<file path="src/rtl/addseq_pkg.sv">
`timescale 1ns/1ps
package addseq_pkg;

    typedef enum logic [3:0] {
        ST_IDLE     = 4'd0,
        ST_MAR_X    = 4'd1,
        ST_FETCH_X  = 4'd2,
        ST_LOAD_R1  = 4'd3,
        ST_MAR_Y    = 4'd4,
        ST_FETCH_Y  = 4'd5,
        ST_LOAD_R2  = 4'd6,
        ST_ADD      = 4'd7,
        ST_SUM_MDR  = 4'd8,
        ST_MAR_W    = 4'd9,
        ST_STORE    = 4'd10,
        ST_DONE     = 4'd11
    } step_e;

    typedef enum logic [1:0] {
        MAR_KEEP   = 2'd0,
        MAR_FROM_X = 2'd1,
        MAR_FROM_Y = 2'd2,
        MAR_FROM_W = 2'd3
    } mar_src_e;

    typedef struct packed {
        logic     capture;
        mar_src_e mar_src;
        logic     mdr_from_mem;
        logic     mdr_from_sum;
        logic     r1_load;
        logic     r2_load;
        logic     sum_load;
        logic     fetch;
        logic     store;
        logic     done;
        logic     busy;
    } ctl_t;

endpackage

</file>
<file path="src/rtl/addseq_ctrl.sv">
`timescale 1ns/1ps
module addseq_ctrl
    import addseq_pkg::*;
(
    input  logic clk,
    input  logic rst_n,
    input  logic start_i,
    input  logic mem_done_i,
    output ctl_t ctl_o
);

    typedef struct packed {
        step_e step;
    } ctrl_state_t;

    ctrl_state_t st_d, st_q;
    ctl_t        ctl_d;

    always_comb begin
        st_d  = st_q;
        ctl_d = '0;
        case (st_q.step)
            ST_IDLE: begin
                ctl_d.capture = start_i;
                if (start_i) st_d.step = ST_MAR_X;
            end
            ST_MAR_X: begin
                ctl_d.mar_src = MAR_FROM_X;
                st_d.step     = ST_FETCH_X;
            end
            ST_FETCH_X: begin
                ctl_d.fetch        = 1'b1;
                ctl_d.mdr_from_mem = mem_done_i;
                if (mem_done_i) st_d.step = ST_LOAD_R1;
            end
            ST_LOAD_R1: begin
                ctl_d.r1_load = 1'b1;
                st_d.step     = ST_MAR_Y;
            end
            ST_MAR_Y: begin
                ctl_d.mar_src = MAR_FROM_Y;
                st_d.step     = ST_FETCH_Y;
            end
            ST_FETCH_Y: begin
                ctl_d.fetch        = 1'b1;
                ctl_d.mdr_from_mem = mem_done_i;
                if (mem_done_i) st_d.step = ST_LOAD_R2;
            end
            ST_LOAD_R2: begin
                ctl_d.r2_load = 1'b1;
                st_d.step     = ST_ADD;
            end
            ST_ADD: begin
                ctl_d.sum_load = 1'b1;
                st_d.step      = ST_SUM_MDR;
            end
            ST_SUM_MDR: begin
                ctl_d.mdr_from_sum = 1'b1;
                st_d.step          = ST_MAR_W;
            end
            ST_MAR_W: begin
                ctl_d.mar_src = MAR_FROM_W;
                st_d.step     = ST_STORE;
            end
            ST_STORE: begin
                ctl_d.store = 1'b1;
                if (mem_done_i) st_d.step = ST_DONE;
            end
            ST_DONE: begin
                ctl_d.done = 1'b1;
                st_d.step  = ST_IDLE;
            end
            default: st_d.step = ST_IDLE;
        endcase
        ctl_d.busy = (st_q.step != ST_IDLE);
    end

    always_ff @(posedge clk or negedge rst_n) begin
        if (!rst_n) st_q <= '0;
        else        st_q <= st_d;
    end

    assign ctl_o = ctl_d;

endmodule

</file>
<file path="src/rtl/addseq_addr.sv">
`timescale 1ns/1ps
module addseq_addr
    import addseq_pkg::*;
#(
    parameter int unsigned AW = 8
) (
    input  logic          clk,
    input  logic          rst_n,
    input  logic          capture_i,
    input  mar_src_e      mar_src_i,
    input  logic [AW-1:0] x_addr_i,
    input  logic [AW-1:0] y_addr_i,
    input  logic [AW-1:0] w_addr_i,
    output logic [AW-1:0] mar_o
);

    localparam int unsigned NPTR = 3;

    typedef struct packed {
        logic [NPTR-1:0][AW-1:0] ptr;
        logic [AW-1:0]           mar;
    } addr_state_t;

    addr_state_t st_d, st_q;

    always_comb begin
        st_d = st_q;
        if (capture_i) begin
            st_d.ptr[0] = x_addr_i;
            st_d.ptr[1] = y_addr_i;
            st_d.ptr[2] = w_addr_i;
        end
        case (mar_src_i)
            MAR_FROM_X: st_d.mar = st_q.ptr[0];
            MAR_FROM_Y: st_d.mar = st_q.ptr[1];
            MAR_FROM_W: st_d.mar = st_q.ptr[2];
            default:    st_d.mar = st_q.mar;
        endcase
    end

    always_ff @(posedge clk or negedge rst_n) begin
        if (!rst_n) st_q <= '0;
        else        st_q <= st_d;
    end

    assign mar_o = st_q.mar;

endmodule

</file>
<file path="src/rtl/addseq_regs.sv">
`timescale 1ns/1ps
module addseq_regs #(
    parameter int unsigned DW = 8
) (
    input  logic          clk,
    input  logic          rst_n,
    input  logic          mdr_from_mem_i,
    input  logic          mdr_from_sum_i,
    input  logic          r1_load_i,
    input  logic          r2_load_i,
    input  logic          sum_load_i,
    input  logic [DW-1:0] mem_rdata_i,
    output logic [DW-1:0] mdr_o,
    output logic [DW-1:0] r1_o,
    output logic [DW-1:0] r2_o,
    output logic [DW-1:0] r3_o
);

    typedef struct packed {
        logic [DW-1:0] mdr;
        logic [DW-1:0] r1;
        logic [DW-1:0] r2;
        logic [DW-1:0] r3;
    } regs_state_t;

    regs_state_t   st_d, st_q;
    logic [DW-1:0] sum;

    always_comb begin
        sum  = st_q.r1 + st_q.r2;
        st_d = st_q;
        if (mdr_from_mem_i)      st_d.mdr = mem_rdata_i;
        else if (mdr_from_sum_i) st_d.mdr = st_q.r3;
        if (r1_load_i)  st_d.r1 = st_q.mdr;
        if (r2_load_i)  st_d.r2 = st_q.mdr;
        if (sum_load_i) st_d.r3 = sum;
    end

    always_ff @(posedge clk or negedge rst_n) begin
        if (!rst_n) st_q <= '0;
        else        st_q <= st_d;
    end

    assign mdr_o = st_q.mdr;
    assign r1_o  = st_q.r1;
    assign r2_o  = st_q.r2;
    assign r3_o  = st_q.r3;

endmodule

</file>
<file path="src/rtl/mm_add_sequencer.sv">
`timescale 1ns/1ps
module mm_add_sequencer
    import addseq_pkg::*;
#(
    parameter int unsigned AW = 8,
    parameter int unsigned DW = 8
) (
    input  logic          clk,
    input  logic          rst_n,
    input  logic          start_i,
    input  logic [AW-1:0] x_addr_i,
    input  logic [AW-1:0] y_addr_i,
    input  logic [AW-1:0] w_addr_i,
    output logic [AW-1:0] mem_addr_o,
    output logic [DW-1:0] mem_wdata_o,
    input  logic [DW-1:0] mem_rdata_i,
    output logic          mem_fetch_o,
    output logic          mem_store_o,
    input  logic          mem_done_i,
    output logic          alu_add_o,
    output logic [DW-1:0] r1_o,
    output logic [DW-1:0] r2_o,
    output logic [DW-1:0] r3_o,
    output logic          busy_o,
    output logic          done_o
);

    ctl_t ctl;

    addseq_ctrl u_ctrl (
        .clk        (clk),
        .rst_n      (rst_n),
        .start_i    (start_i),
        .mem_done_i (mem_done_i),
        .ctl_o      (ctl)
    );

    addseq_addr #(.AW(AW)) u_addr (
        .clk       (clk),
        .rst_n     (rst_n),
        .capture_i (ctl.capture),
        .mar_src_i (ctl.mar_src),
        .x_addr_i  (x_addr_i),
        .y_addr_i  (y_addr_i),
        .w_addr_i  (w_addr_i),
        .mar_o     (mem_addr_o)
    );

    addseq_regs #(.DW(DW)) u_regs (
        .clk            (clk),
        .rst_n          (rst_n),
        .mdr_from_mem_i (ctl.mdr_from_mem),
        .mdr_from_sum_i (ctl.mdr_from_sum),
        .r1_load_i      (ctl.r1_load),
        .r2_load_i      (ctl.r2_load),
        .sum_load_i     (ctl.sum_load),
        .mem_rdata_i    (mem_rdata_i),
        .mdr_o          (mem_wdata_o),
        .r1_o           (r1_o),
        .r2_o           (r2_o),
        .r3_o           (r3_o)
    );

    assign mem_fetch_o = ctl.fetch;
    assign mem_store_o = ctl.store;
    assign alu_add_o   = ctl.sum_load;
    assign busy_o      = ctl.busy;
    assign done_o      = ctl.done;

endmodule

</file>
<file path="config.mk">
export PLATFORM = sky130hd
export DESIGN_NAME = mm_add_sequencer
export DESIGN_NICKNAME = d
export VERILOG_FILES = /design/src/rtl/addseq_pkg.sv /design/src/rtl/addseq_ctrl.sv /design/src/rtl/addseq_addr.sv /design/src/rtl/addseq_regs.sv /design/src/rtl/mm_add_sequencer.sv
export SDC_FILE = /design/constraint.sdc
export NUM_CORES = 1
export LEC_CHECK = 0
export CORE_ASPECT_RATIO = 0.7
export CORE_MARGIN = 1.5
export CORE_UTILIZATION = 39
export CTS_BUF_LIST = sky130_fd_sc_hd__clkbuf_8
export DETAILED_ROUTE_END_ITERATION = 10
export PLACE_DENSITY = 0.71
export SYNTH_ARGS = -nofsm -noshare
export SYNTH_HDL_FRONTEND = slang
export SYNTH_SLANG_ARGS = --single-unit
</file>
<file path="constraint.sdc">
create_clock -name clk -period 3.3 [get_ports clk]
set_input_delay 0.495 -clock clk [delete_from_list [all_inputs] [get_ports clk]]
set_output_delay 0.495 -clock clk [all_outputs]
set_load 0.005 [all_outputs]
</file>
==> parameters.txt <==
Parameter                              Value

Yosys
  Register bit total from synthesis    68
  Fraction of synthesized cell area taken by the top area cell type    51.8%
  Mapped Nets    319
  Count of flip-flops with a built-in enable after synthesis    0
  Portion of the post-synthesis area used by sequential elements    51.8%
  Predominant post-synthesis flop cell    sky130_fd_sc_hd__dfrtp_1
  Average size of a mapped cell    11.9 sq um
  Post-synth top area cell    sky130_fd_sc_hd__dfrtp_1
  Asr flop ratio synth    100%
  Cell area after synthesis    0.00329 sq mm
  Total of warnings raised by yosys    0
  Synthesized instance count    275
  Synth top area cells    sky130_fd_sc_hd__dfrtp_1 (52%), sky130_fd_sc_hd__mux2_2 (11%), sky130_fd_sc_hd__ha_1 (2.7%)
  Netlist cell types    47

Worst hold path
  Worst hold path type    input port to asynchronous set/reset pin

Clocking
  TritonCTS Sinks    68
  Number of hold-repair buffers added at the cts stage    0
  CTS max path bufs    2
  Number of resized instances in the post-cts repair step    0
  Clk Latency, worst-skew pair    0.34 ns
  Total setup buffers inserted after CTS    0
  CTS tree    done
  Root Buffer    sky130_fd_sc_hd__clkbuf_8
  Maximum level of the CTS H-tree    3
  Post-CTS clock slew at the launch and capture registers of the worst setup and hold paths    0.07 ns
  Clock buffer count from CTS    9

Layout
  # fillers    699
  Antenna diode instance count    0
  Signed area change from the synthesized netlist to the final layout    31.9%
  Most common cell after layout, fill and taps aside    sky130_fd_sc_hd__clkdlybuf4s50_1
  Most used cells in the layout excluding fill and tap cells    sky130_fd_sc_hd__clkdlybuf4s50_1 (79), sky130_fd_sc_hd__dfrtp_1 (68), sky130_fd_sc_hd__mux2_2 (32)
  Share of final-layout standard cells stronger than drive strength 1    16.7%
  Post-layout nets    393

Drt
  Wire length after detailed routing    7.41 mm
  Post-DRT Antenna Nets    0
  Count of TritonRoute iterations in the first routing pass    4
  Drt via density    5.20
  Wire length per cell    16.3 um
  Number of remaining DRC errors    0
  Vias post-DR    2,366
  Initial detailed-routing violation count    115

Timing
  Post-route clock period utilization    83.0%
  Post-layout minimum cycle time    2.74 ns
  Setup repair after global routing missed its margin    no
  Number of failing hold endpoints at the final stage    0
  Setup TNS    0 ns
  Maximum clock skew at final layout    0.00749 ns
  Rel. slew slack    43.3%
  Transition at the pin with the smallest max-transition slack    0.846 ns
  Final Max Slew Viols    0
  Final setup violation count    0
  Max Freq    365 MHz

Die
  Standard-cell row count    27
  Horizontal die dimension    113 um
  Area of the core    0.00801 sq mm
  I/O pin cnt    81
  Total Die Area    0.00899 sq mm
  Die height    79.8 um
  Starting density of the core    41.0%

Critical path
  Arrival time reported for the critical path endpoint    2.24 ns
  Stage delay of the slowest cell on the critical path    0.70 ns
  Highest net fanout along the worst path    17
  Startpoint-to-endpoint class of the critical path    register to output port
  Endpoint class of the critical path    output port
  Worst r2r dst    u_regs.r2_o[3]
  Cell chain of the critical path    nand2_1 -> inv_1 -> nand3b_1 -> buf_4 -> inv_1 -> clkdlybuf4s50_1
  Worst EP required    2.80 ns
  Number of cells traversed by the worst register-to-register path    4
  Slowest CP cell    sky130_fd_sc_hd__dfrtp_1
  Most Frequent Cell on Critical Path    sky130_fd_sc_hd__inv_1
  Critical Path Source Type    register
  Worst reg2reg startpoint    u_ctrl.st_q[2]
  Setup slack of the worst register-to-register path    1.07 ns

Power
  Switch Pwr    1.53 mW
  Maximum vdd ir drop    0.000344 V
  Leakage component of the power    1.90 nW
  Internal Dissipation    2.80 mW
  Power density of the placed cells    1000 mW/mm^2
  Switching fraction of total power    35.4%
  Sequential share of power    36.9%
  Post-layout power    4.34 mW
  Clock network fraction of design power    17.2%
  Share of total power in combinational logic    45.8%

Run status
  Run status    completed

Placement
  Half-perimeter wire length of the detailed placement result    5.26 mm
  # port buffers    80
  GP Congestion    0.819

GRT
  Maximum number of pins on one net before global-route repair    69
  First-pass GRT wire length    12.0 mm
  Sum of overflow across all layers after global routing    0
  Overall fraction of global-route tracks in use    17.6%
  Initial antenna violation count    0
  Via count of the first global-routing pass    2,328

Run
  Max cap viols    0
==> cell families (layout without fill, tap and decap cells) <==
kind of cell | count (synthesis) | in the layout | synth area share, %
muxes | 41 | 41 | 14.0
AOI/OAI and AO/OA | 75 | 75 | 15.6
and+or+nand+nor | 47 | 47 | 8.45
adders and majority gates | 8 | 8 | 3.27
DFF | 68 | 68 | 51.8
buffers and inverters | 29 | 108 | 5.03
xor gates and xnor gates | 7 | 7 | 1.87
==> registers in the layout (all words and copies together) (netlist names) <==
register,count
u_addr.st_q,24
u_addr.mar_o,8
u_regs.mdr_o,8
u_regs.r1_o,8
u_regs.r2_o,8
u_regs.r3_o,8
u_ctrl.st_q,4
==> cell type report <==
| cell class | instances | area [sq um] | area share, % |
|---|---|---|---|
| Inverter | 8 | 30.0 | 0.693 |
| Sequential cell | 68 | 1700 | 39.3 |
| Clock buffer | 10 | 138 | 3.18 |
| Clock inverter | 6 | 80.1 | 1.85 |
| Tap cell | 101 | 126 | 2.92 |
| Multi-Input combinational cell | 178 | 1420 | 32.7 |
| Timing Repair Buffer | 84 | 838 | 19.3 |
==> metal layers <==
layer,GRT usage (%),up-vias,part of all wire (%)
met4,5.57,0,0.92
met3,4.78,8,5.3
met1,25.0,1164,50
met5,0,-,0
met2,26.3,55,44
li1,-,1139,-
==> synth_stat cells (all sizes together), types with 2 or more instances <==
cell	n
nor3	5
a31oi	8
inv	8
nand3	2
mux2	39
buf	18
o22ai	8
o21ai	11
nand2	12
ha	7
nand3b	3
nor2	15
a22o	8
clkbuf	3
a21o	10
xor2	3
mux2i	2
a21oi	13
dfrtp	68
xnor2	4
o21a	10
nand2b	3
==> worst max path at each step <==
stage | startpoint | end | slack (ns) | cells past startpoint
after floorplan | u_regs.r1_o[0] | u_regs.r3_o[6] | 1.55 | 8
after global placement | u_ctrl.st_q[0] | alu_add_o | 1.04 | 6
after detailed placement | u_ctrl.st_q[0] | alu_add_o | 0.94 | 6
after CTS | u_ctrl.st_q[0] | alu_add_o | 0.56 | 6
after global routing | u_ctrl.st_q[0] | alu_add_o | 0.41 | 6
final | u_ctrl.st_q[0] | alu_add_o | 0.56 | 6
==> power by group through the flow <==
stage               sequential, mW  clock [mW]  combinational, mW
floorplan                     1.48           0               1.36
global placement              1.60           0               1.94
detailed placement            1.61           0               1.99
CTS                           1.60       0.768               2.00
global route                  1.66       0.806               2.18
finish                        1.60       0.748               1.99
==> critical path: cells and delay by family, from the launching register on <==
family                 cells  cell delay, ns
and+or+nand+nor            2            0.33
buffers and inverters      4            0.89
DFF                        1            0.70
==> stage by stage <==
stage,worst slack (ns),hold WS [ns],instances,cell area (sq um),utilization (%)
final,0.560,0.139,455,4330,54.1
after CTS,0.557,0.170,455,4330,54.1
after global placement,1.04,0.488,439,4120,51.4
after global routing,0.410,0.184,455,4330,54.1
after floorplan,1.55,0.199,275,3290,-
after detailed placement,0.941,0.493,439,4120,51.4
(Power assumes the default switching activity.)
